<file path="config.mk">
export PLATFORM = sky130hd
export DESIGN_NAME = sram_cycle_ctrl
export DESIGN_NICKNAME = d
export VERILOG_FILES = /design/src/rtl/sram_cyc_pkg.sv /design/src/rtl/sram_cyc_power.sv /design/src/rtl/sram_cyc_wterm.sv /design/src/rtl/sram_cyc_decode.sv /design/src/rtl/sram_cycle_ctrl.sv
export SDC_FILE = /design/constraint.sdc
export NUM_CORES = 1
export LEC_CHECK = 0
export BUFFER_PORTS_ARGS = -buffer_cell sky130_fd_sc_hd__buf_2
export CORE_MARGIN = 1
export CORE_UTILIZATION = 45
export CTS_CLUSTER_DIAMETER = 150
export DETAILED_ROUTE_END_ITERATION = 7
export GPL_TIMING_DRIVEN = 0
export PLACE_DENSITY = 0.73
export REMOVE_ABC_BUFFERS = 1
export SETUP_SLACK_MARGIN = 0.05
export SLEW_MARGIN = 20
export SYNTH_ARGS = -nofsm -noshare
export SYNTH_HDL_FRONTEND = slang
export SYNTH_SLANG_ARGS = --single-unit
</file>
<file path="constraint.sdc">
create_clock -name clk_i -period 1.9 [get_ports clk_i]
set_input_delay 0.095 -clock clk_i [delete_from_list [all_inputs] [get_ports clk_i]]
set_output_delay 0.095 -clock clk_i [all_outputs]
set_load 0.005 [all_outputs]
</file>
<file path="src/rtl/sram_cyc_pkg.sv">
package sram_cyc_pkg;

  typedef enum logic [2:0] {
    CYC_IDLE     = 3'd0,
    CYC_RD_BEGIN = 3'd1,
    CYC_RD_CONT  = 3'd2,
    CYC_RD_SUSP  = 3'd3,
    CYC_WR_BEGIN = 3'd4,
    CYC_WR_CONT  = 3'd5,
    CYC_WR_SUSP  = 3'd6
  } cyc_e;

  typedef enum logic [1:0] {
    ASEL_NONE = 2'd0,
    ASEL_EXT  = 2'd1,
    ASEL_NEXT = 2'd2,
    ASEL_CUR  = 2'd3
  } asel_e;

  typedef enum logic [1:0] {
    PWR_RUN   = 2'd0,
    PWR_ENTER = 2'd1,
    PWR_SLEEP = 2'd2,
    PWR_WAKE  = 2'd3
  } pwr_e;

  function automatic logic cyc_is_read(cyc_e c);
    return (c == CYC_RD_BEGIN) || (c == CYC_RD_CONT) || (c == CYC_RD_SUSP);
  endfunction

  function automatic logic cyc_is_write(cyc_e c);
    return (c == CYC_WR_BEGIN) || (c == CYC_WR_CONT) || (c == CYC_WR_SUSP);
  endfunction

endpackage

</file>
<file path="src/rtl/sram_cyc_power.sv">
module sram_cyc_power
  import sram_cyc_pkg::*;
#(
  parameter int unsigned ENTER_CYCLES = 2,
  parameter int unsigned WAKE_CYCLES  = 2
) (
  input  logic clk_i,
  input  logic rst_ni,
  input  logic sleep_i,
  output logic accept_o,
  output logic ready_o,
  output logic asleep_o
);
  localparam int unsigned MAXC = (ENTER_CYCLES > WAKE_CYCLES) ? ENTER_CYCLES : WAKE_CYCLES;
  localparam int unsigned CW   = $clog2(MAXC + 1);
  localparam logic [CW-1:0] ENTER_LAST = CW'(ENTER_CYCLES - 1);
  localparam logic [CW-1:0] WAKE_LAST  = CW'(WAKE_CYCLES - 1);
  localparam logic [CW-1:0] ONE        = CW'(1);

  pwr_e          state_q, state_d;
  logic [CW-1:0] cnt_q, cnt_d;

  always_comb begin
    state_d = state_q;
    cnt_d   = cnt_q;
    unique case (state_q)
      PWR_RUN: if (sleep_i) begin
        state_d = PWR_ENTER;
        cnt_d   = ONE;
      end
      PWR_ENTER: begin
        if (cnt_q >= ENTER_LAST) state_d = PWR_SLEEP;
        else                     cnt_d   = cnt_q + ONE;
      end
      PWR_SLEEP: if (!sleep_i) begin
        state_d = PWR_WAKE;
        cnt_d   = ONE;
      end
      PWR_WAKE: begin
        if (cnt_q >= WAKE_LAST) state_d = PWR_RUN;
        else                    cnt_d   = cnt_q + ONE;
      end
      default: state_d = PWR_RUN;
    endcase
  end

  always_ff @(posedge clk_i or negedge rst_ni) begin
    if (!rst_ni) begin
      state_q <= PWR_RUN;
      cnt_q   <= '0;
    end else begin
      state_q <= state_d;
      cnt_q   <= cnt_d;
    end
  end

  assign accept_o = (state_q == PWR_RUN) && !sleep_i;
  assign ready_o  = (state_q == PWR_RUN);
  assign asleep_o = (state_q == PWR_SLEEP);

endmodule

</file>
<file path="src/rtl/sram_cyc_wterm.sv">
module sram_cyc_wterm #(
  parameter int unsigned NBYTES = 4
) (
  input  logic              gwrite_ni,
  input  logic              bwrite_ni,
  input  logic [NBYTES-1:0] byte_en_ni,
  output logic              wr_o,
  output logic [NBYTES-1:0] wstb_o
);
  logic [NBYTES-1:0] byte_hit;

  for (genvar b = 0; b < NBYTES; b++) begin : g_byte
    assign byte_hit[b] = !bwrite_ni && !byte_en_ni[b];
    assign wstb_o[b]   = !gwrite_ni || byte_hit[b];
  end

  assign wr_o = !gwrite_ni || (|byte_hit);

endmodule

</file>
<file path="src/rtl/sram_cyc_decode.sv">
module sram_cyc_decode
  import sram_cyc_pkg::*;
(
  input  logic  ce1_ni,
  input  logic  ce2_i,
  input  logic  ce3_ni,
  input  logic  proc_strobe_ni,
  input  logic  ctrl_strobe_ni,
  input  logic  adv_ni,
  input  logic  wr_i,
  input  logic  burst_i,
  output cyc_e  cyc_o,
  output asel_e asel_o
);
  logic sel, proc_act, ctrl_act;

  assign sel      = !ce1_ni && ce2_i && !ce3_ni;
  // processor strobe is masked by ce1 alone
  assign proc_act = !proc_strobe_ni && !ce1_ni;
  assign ctrl_act = !ctrl_strobe_ni && !proc_act;

  always_comb begin
    cyc_o  = CYC_IDLE;
    asel_o = ASEL_NONE;
    if (proc_act || ctrl_act) begin
      if (sel) begin
        asel_o = ASEL_EXT;
        cyc_o  = (ctrl_act && wr_i) ? CYC_WR_BEGIN : CYC_RD_BEGIN;
      end
    end else if (burst_i) begin
      if (!adv_ni) begin
        asel_o = ASEL_NEXT;
        cyc_o  = wr_i ? CYC_WR_CONT : CYC_RD_CONT;
      end else begin
        asel_o = ASEL_CUR;
        cyc_o  = wr_i ? CYC_WR_SUSP : CYC_RD_SUSP;
      end
    end
  end

endmodule

</file>
<file path="src/rtl/sram_cycle_ctrl.sv">
module sram_cycle_ctrl
  import sram_cyc_pkg::*;
#(
  parameter int unsigned NBYTES       = 4,
  parameter int unsigned ENTER_CYCLES = 2,
  parameter int unsigned WAKE_CYCLES  = 2
) (
  input  logic              clk_i,
  input  logic              rst_ni,
  input  logic              ce1_ni,
  input  logic              ce2_i,
  input  logic              ce3_ni,
  input  logic              proc_strobe_ni,
  input  logic              ctrl_strobe_ni,
  input  logic              adv_ni,
  input  logic              gwrite_ni,
  input  logic              bwrite_ni,
  input  logic [NBYTES-1:0] byte_en_ni,
  input  logic              oe_ni,
  input  logic              sleep_i,
  output logic [2:0]        cycle_o,
  output logic [1:0]        addr_sel_o,
  output logic [NBYTES-1:0] byte_wstb_o,
  output logic              rd_drive_o,
  output logic              ready_o,
  output logic              asleep_o
);
  logic              accept, wr;
  logic [NBYTES-1:0] wstb_d;
  cyc_e              cyc_d, cyc_q;
  asel_e             asel_d, asel_q;
  logic [NBYTES-1:0] wstb_q;

  sram_cyc_power #(
    .ENTER_CYCLES(ENTER_CYCLES),
    .WAKE_CYCLES (WAKE_CYCLES)
  ) i_power (
    .clk_i   (clk_i),
    .rst_ni  (rst_ni),
    .sleep_i (sleep_i),
    .accept_o(accept),
    .ready_o (ready_o),
    .asleep_o(asleep_o)
  );

  sram_cyc_wterm #(.NBYTES(NBYTES)) i_wterm (
    .gwrite_ni (gwrite_ni),
    .bwrite_ni (bwrite_ni),
    .byte_en_ni(byte_en_ni),
    .wr_o      (wr),
    .wstb_o    (wstb_d)
  );

  sram_cyc_decode i_decode (
    .ce1_ni        (ce1_ni),
    .ce2_i         (ce2_i),
    .ce3_ni        (ce3_ni),
    .proc_strobe_ni(proc_strobe_ni),
    .ctrl_strobe_ni(ctrl_strobe_ni),
    .adv_ni        (adv_ni),
    .wr_i          (wr),
    .burst_i       (cyc_q != CYC_IDLE),
    .cyc_o         (cyc_d),
    .asel_o        (asel_d)
  );

  always_ff @(posedge clk_i or negedge rst_ni) begin
    if (!rst_ni) begin
      cyc_q  <= CYC_IDLE;
      asel_q <= ASEL_NONE;
      wstb_q <= '0;
    end else if (!accept) begin
      cyc_q  <= CYC_IDLE;
      asel_q <= ASEL_NONE;
      wstb_q <= '0;
    end else begin
      cyc_q  <= cyc_d;
      asel_q <= asel_d;
      wstb_q <= cyc_is_write(cyc_d) ? wstb_d : '0;
    end
  end

  assign cycle_o     = cyc_q;
  assign addr_sel_o  = asel_q;
  assign byte_wstb_o = wstb_q;
  // output enable is not registered
  assign rd_drive_o  = cyc_is_read(cyc_q) && !oe_ni;

endmodule

</file>
==> flow_metrics.tcl <==
set metrics [dict create \
    run_status "finished, final reports clean" \
    syn2layout_area_growth_pct 26.1 \
    first_global_vias 572 \
    syn-cell-area_um2 733 \
    m1WireLength_um 655 \
    rsz0062_at_grt "no" \
    hold_viol_final 0 \
    postLayoutCoreUtil_pct 61.4 \
    met3_length_um 61 \
    synthesis.area_per_instance_um2 10.2 \
    tritoncts "built" \
    design.portCount 28 \
    numCtsBuffers 3 \
    post_synth_num_cell_types 26 \
    globalplace.congestion 0.823 \
    cp_cell_sequence "inv_1 -> ha_1 -> mux2i_2 -> a21oi_1 -> o32a_1" \
    count_of_hold_fix_buffers_inserted_at_cts 1 \
    finish_stage_setup_viols 0 \
    slew_headroom_pct 71.4 \
    hpwlAfterDp_mm 1.10 \
    num_vias 647 \
    effective_utilization_at_floorplan_pct 48.7 \
    finalCriticalPeriod_ps 1670 \
    nFillCells 128 \
    grt_first_pass_wirelength_mm 2.27 \
    fmax_mhz 598 \
    max_cap_viol_count 0 \
    grt.total_usage_pct 17.0 \
    worst_pin_slew_ps 424 \
    ys_async_sr_fraction_pct 100 \
    viasPerCell 5.39 \
    cts.sink_count 13 \
    fraction_of_layout_cells_with_a_size_suffix_above_1_pct 34.6 \
    route.detailed.drc 0 \
    total_congestion_overflow_after_global_routing 0 \
    n_antenna_cell 0 \
    clkTransAtPathRegs_ps 80 \
    leakagePower_nw 0.491 \
    most-common-layout-cells "27 x sky130_fd_sc_hd__buf_2, 13 x sky130_fd_sc_hd__dfrtp_1, 8 x sky130_fd_sc_hd__inv_1" \
    min_period_over_period_pct 88.0 \
    cts_buffer_depth 2 \
    die_x_um 42.4 \
    die_area_mm2 0.00179 \
    path_delay_family "compound AO/OA/AOI/OAI gates" \
    fin_hold_ws_ps 58.9 \
    detail_route.wirelength_mm 1.40 \
    ys.flop_type "sky130_fd_sc_hd__dfrtp_1" \
    chipHeight_um 42.4 \
    synth_enable_flop_cells 0 \
    start_kind "register" \
    clockRootBuffer "sky130_fd_sc_hd__clkbuf_4" \
    timing_max_transition_violations_final 0 \
    io_buffers 27 \
    grt_start_max_net_pins 14 \
    critPathKind "reg -> reg" \
    hp-class "in -> reg" \
    cp_max_fo 7 \
    worstSkewPairLatency_ps 280 \
    yosys_warnings 0 \
    drtAntennaViolNets 0 \
    htreeDepth 1 \
    route.met2.wl_um 651 \
    initialDrtViolationCount 21 \
    nets 127 \
    max_stage_delay_ps 400 \
    postCtsSetupRepairBufs 0 \
    synth_seq_cells 13 \
    setup_total_negative_slack_ps 0 \
    timing.critical_path.slowest_stage_cell "sky130_fd_sc_hd__dfrtp_1" \
    worst-endpoint-arrival_ps 1840 \
    mostFrequentLayoutCell "sky130_fd_sc_hd__buf_2" \
    cp_bufs_invs 1 \
    finalClockSkew_ps 0.769 \
    synth_cells 72 \
    sequential_area_share_after_synthesis_pct 44.4 \
    route.detailed.wl_per_inst_um 11.7 \
    first_pass_iters 4 \
    antenna_found_initial 0 \
    vdd.ir_drop.worst_mv 0.592 \
    total_power_mw 0.800 \
    timing.critical_path.to_type "register" \
    cts.repair.resized 0 \
    placeableCoreArea_mm2 0.00151 \
    std_cell_rows 14 \
    powerDensity_mw_per_mm2 865 \
    highest-signal-layer "met4" \
    req_time_crit_path_ps 2070 \
]
## layer usage
metal  vias up  GRT usage (%)
li1        326              -
met1       301           23.0
met2        16           24.6
met3         4           2.59
met4         0           11.9
met5         -              0
## sequential cells by signal (all words and copies together) (netlist names)
register,count
addr_sel_o,2
i_power.cnt_q,2
byte_wstb_o,4
cycle_o,3
i_power.state_q,2
## final cells by class
class	count	area, µm²	area share [%]
Clock buffer	4	26.3	2.84
Tap cell	16	20.0	2.17
Inverter	8	30.0	3.25
Multi-Input combinational cell	51	378	40.9
Timing Repair Buffer	28	145	15.7
Sequential cell	13	325	35.2
## stage by stage
stage / worst slack [ps] / instance area [µm²] / std cells
6_report: 229 / 925 / 120
5_1_grt: 127 / 925 / 120
4_1_cts: 237 / 925 / 120
3_5_place_dp: 254 / 888 / 115
3_3_place_gp: 287 / 888 / 115
2_1_floorplan: 391 / 733 / 72
## cell families (layout without fill, tap and decap cells)
kind of cell | after synthesis | after routing | share of synthesized area, %
AND/OR/NAND/NOR | 23 | 23 | 16.2
AO/OA/AOI/OAI | 21 | 21 | 23.2
flip-flops | 13 | 13 | 44.4
buffers and inverters | 8 | 40 | 4.10
adder cells (fa/ha/maj) | 6 | 6 | 10.2
multiplexers | 1 | 1 | 1.88
## report_power, final
| group | internal [mW] | switching [mW] | leakage, nW |
|---|---|---|---|
| registers | 0.302 | 0.0201 | 0.173 |
| logic | 0.133 | 0.171 | 0.303 |
| clock network | 0.0815 | 0.0922 | 0.0150 |
## synth_stat cells (all sizes together) (3+ instances only)
library cell | number | area (µm²)
nand2 | 6 | 25.0
inv | 8 | 30.0
nor2 | 5 | 18.8
ha | 6 | 75.1
o21a | 4 | 30.0
o21ai | 3 | 15.0
dfrtp | 13 | 325
nor3 | 6 | 30.0
a21oi | 5 | 25.0
## path summary, 6_finish.rpt
path                                    end  depth (start not counted)  slack, ps               start
min                           addr_sel_o[0]                          3         60              adv_ni
max reg2reg                i_power.cnt_q[0]                          5        230  i_power.state_q[0]
max in group asynchronous    byte_wstb_o[2]                          2       1450              rst_ni
min reg2reg                i_power.cnt_q[1]                          2        480    i_power.cnt_q[1]
min in group asynchronous    byte_wstb_o[3]                          2        220              rst_ni
max                        i_power.cnt_q[0]                          5        230  i_power.state_q[0]
## worst reg2reg max path, cell delays in order (launching register included)
cell and delay [ps]:
sky130_fd_sc_hd__dfrtp_1 400, sky130_fd_sc_hd__inv_1 80, sky130_fd_sc_hd__ha_1 280, sky130_fd_sc_hd__mux2i_2 350, sky130_fd_sc_hd__a21oi_1 120, sky130_fd_sc_hd__o32a_1 330
No activity file was read; power rests on OpenSTA's default activity.
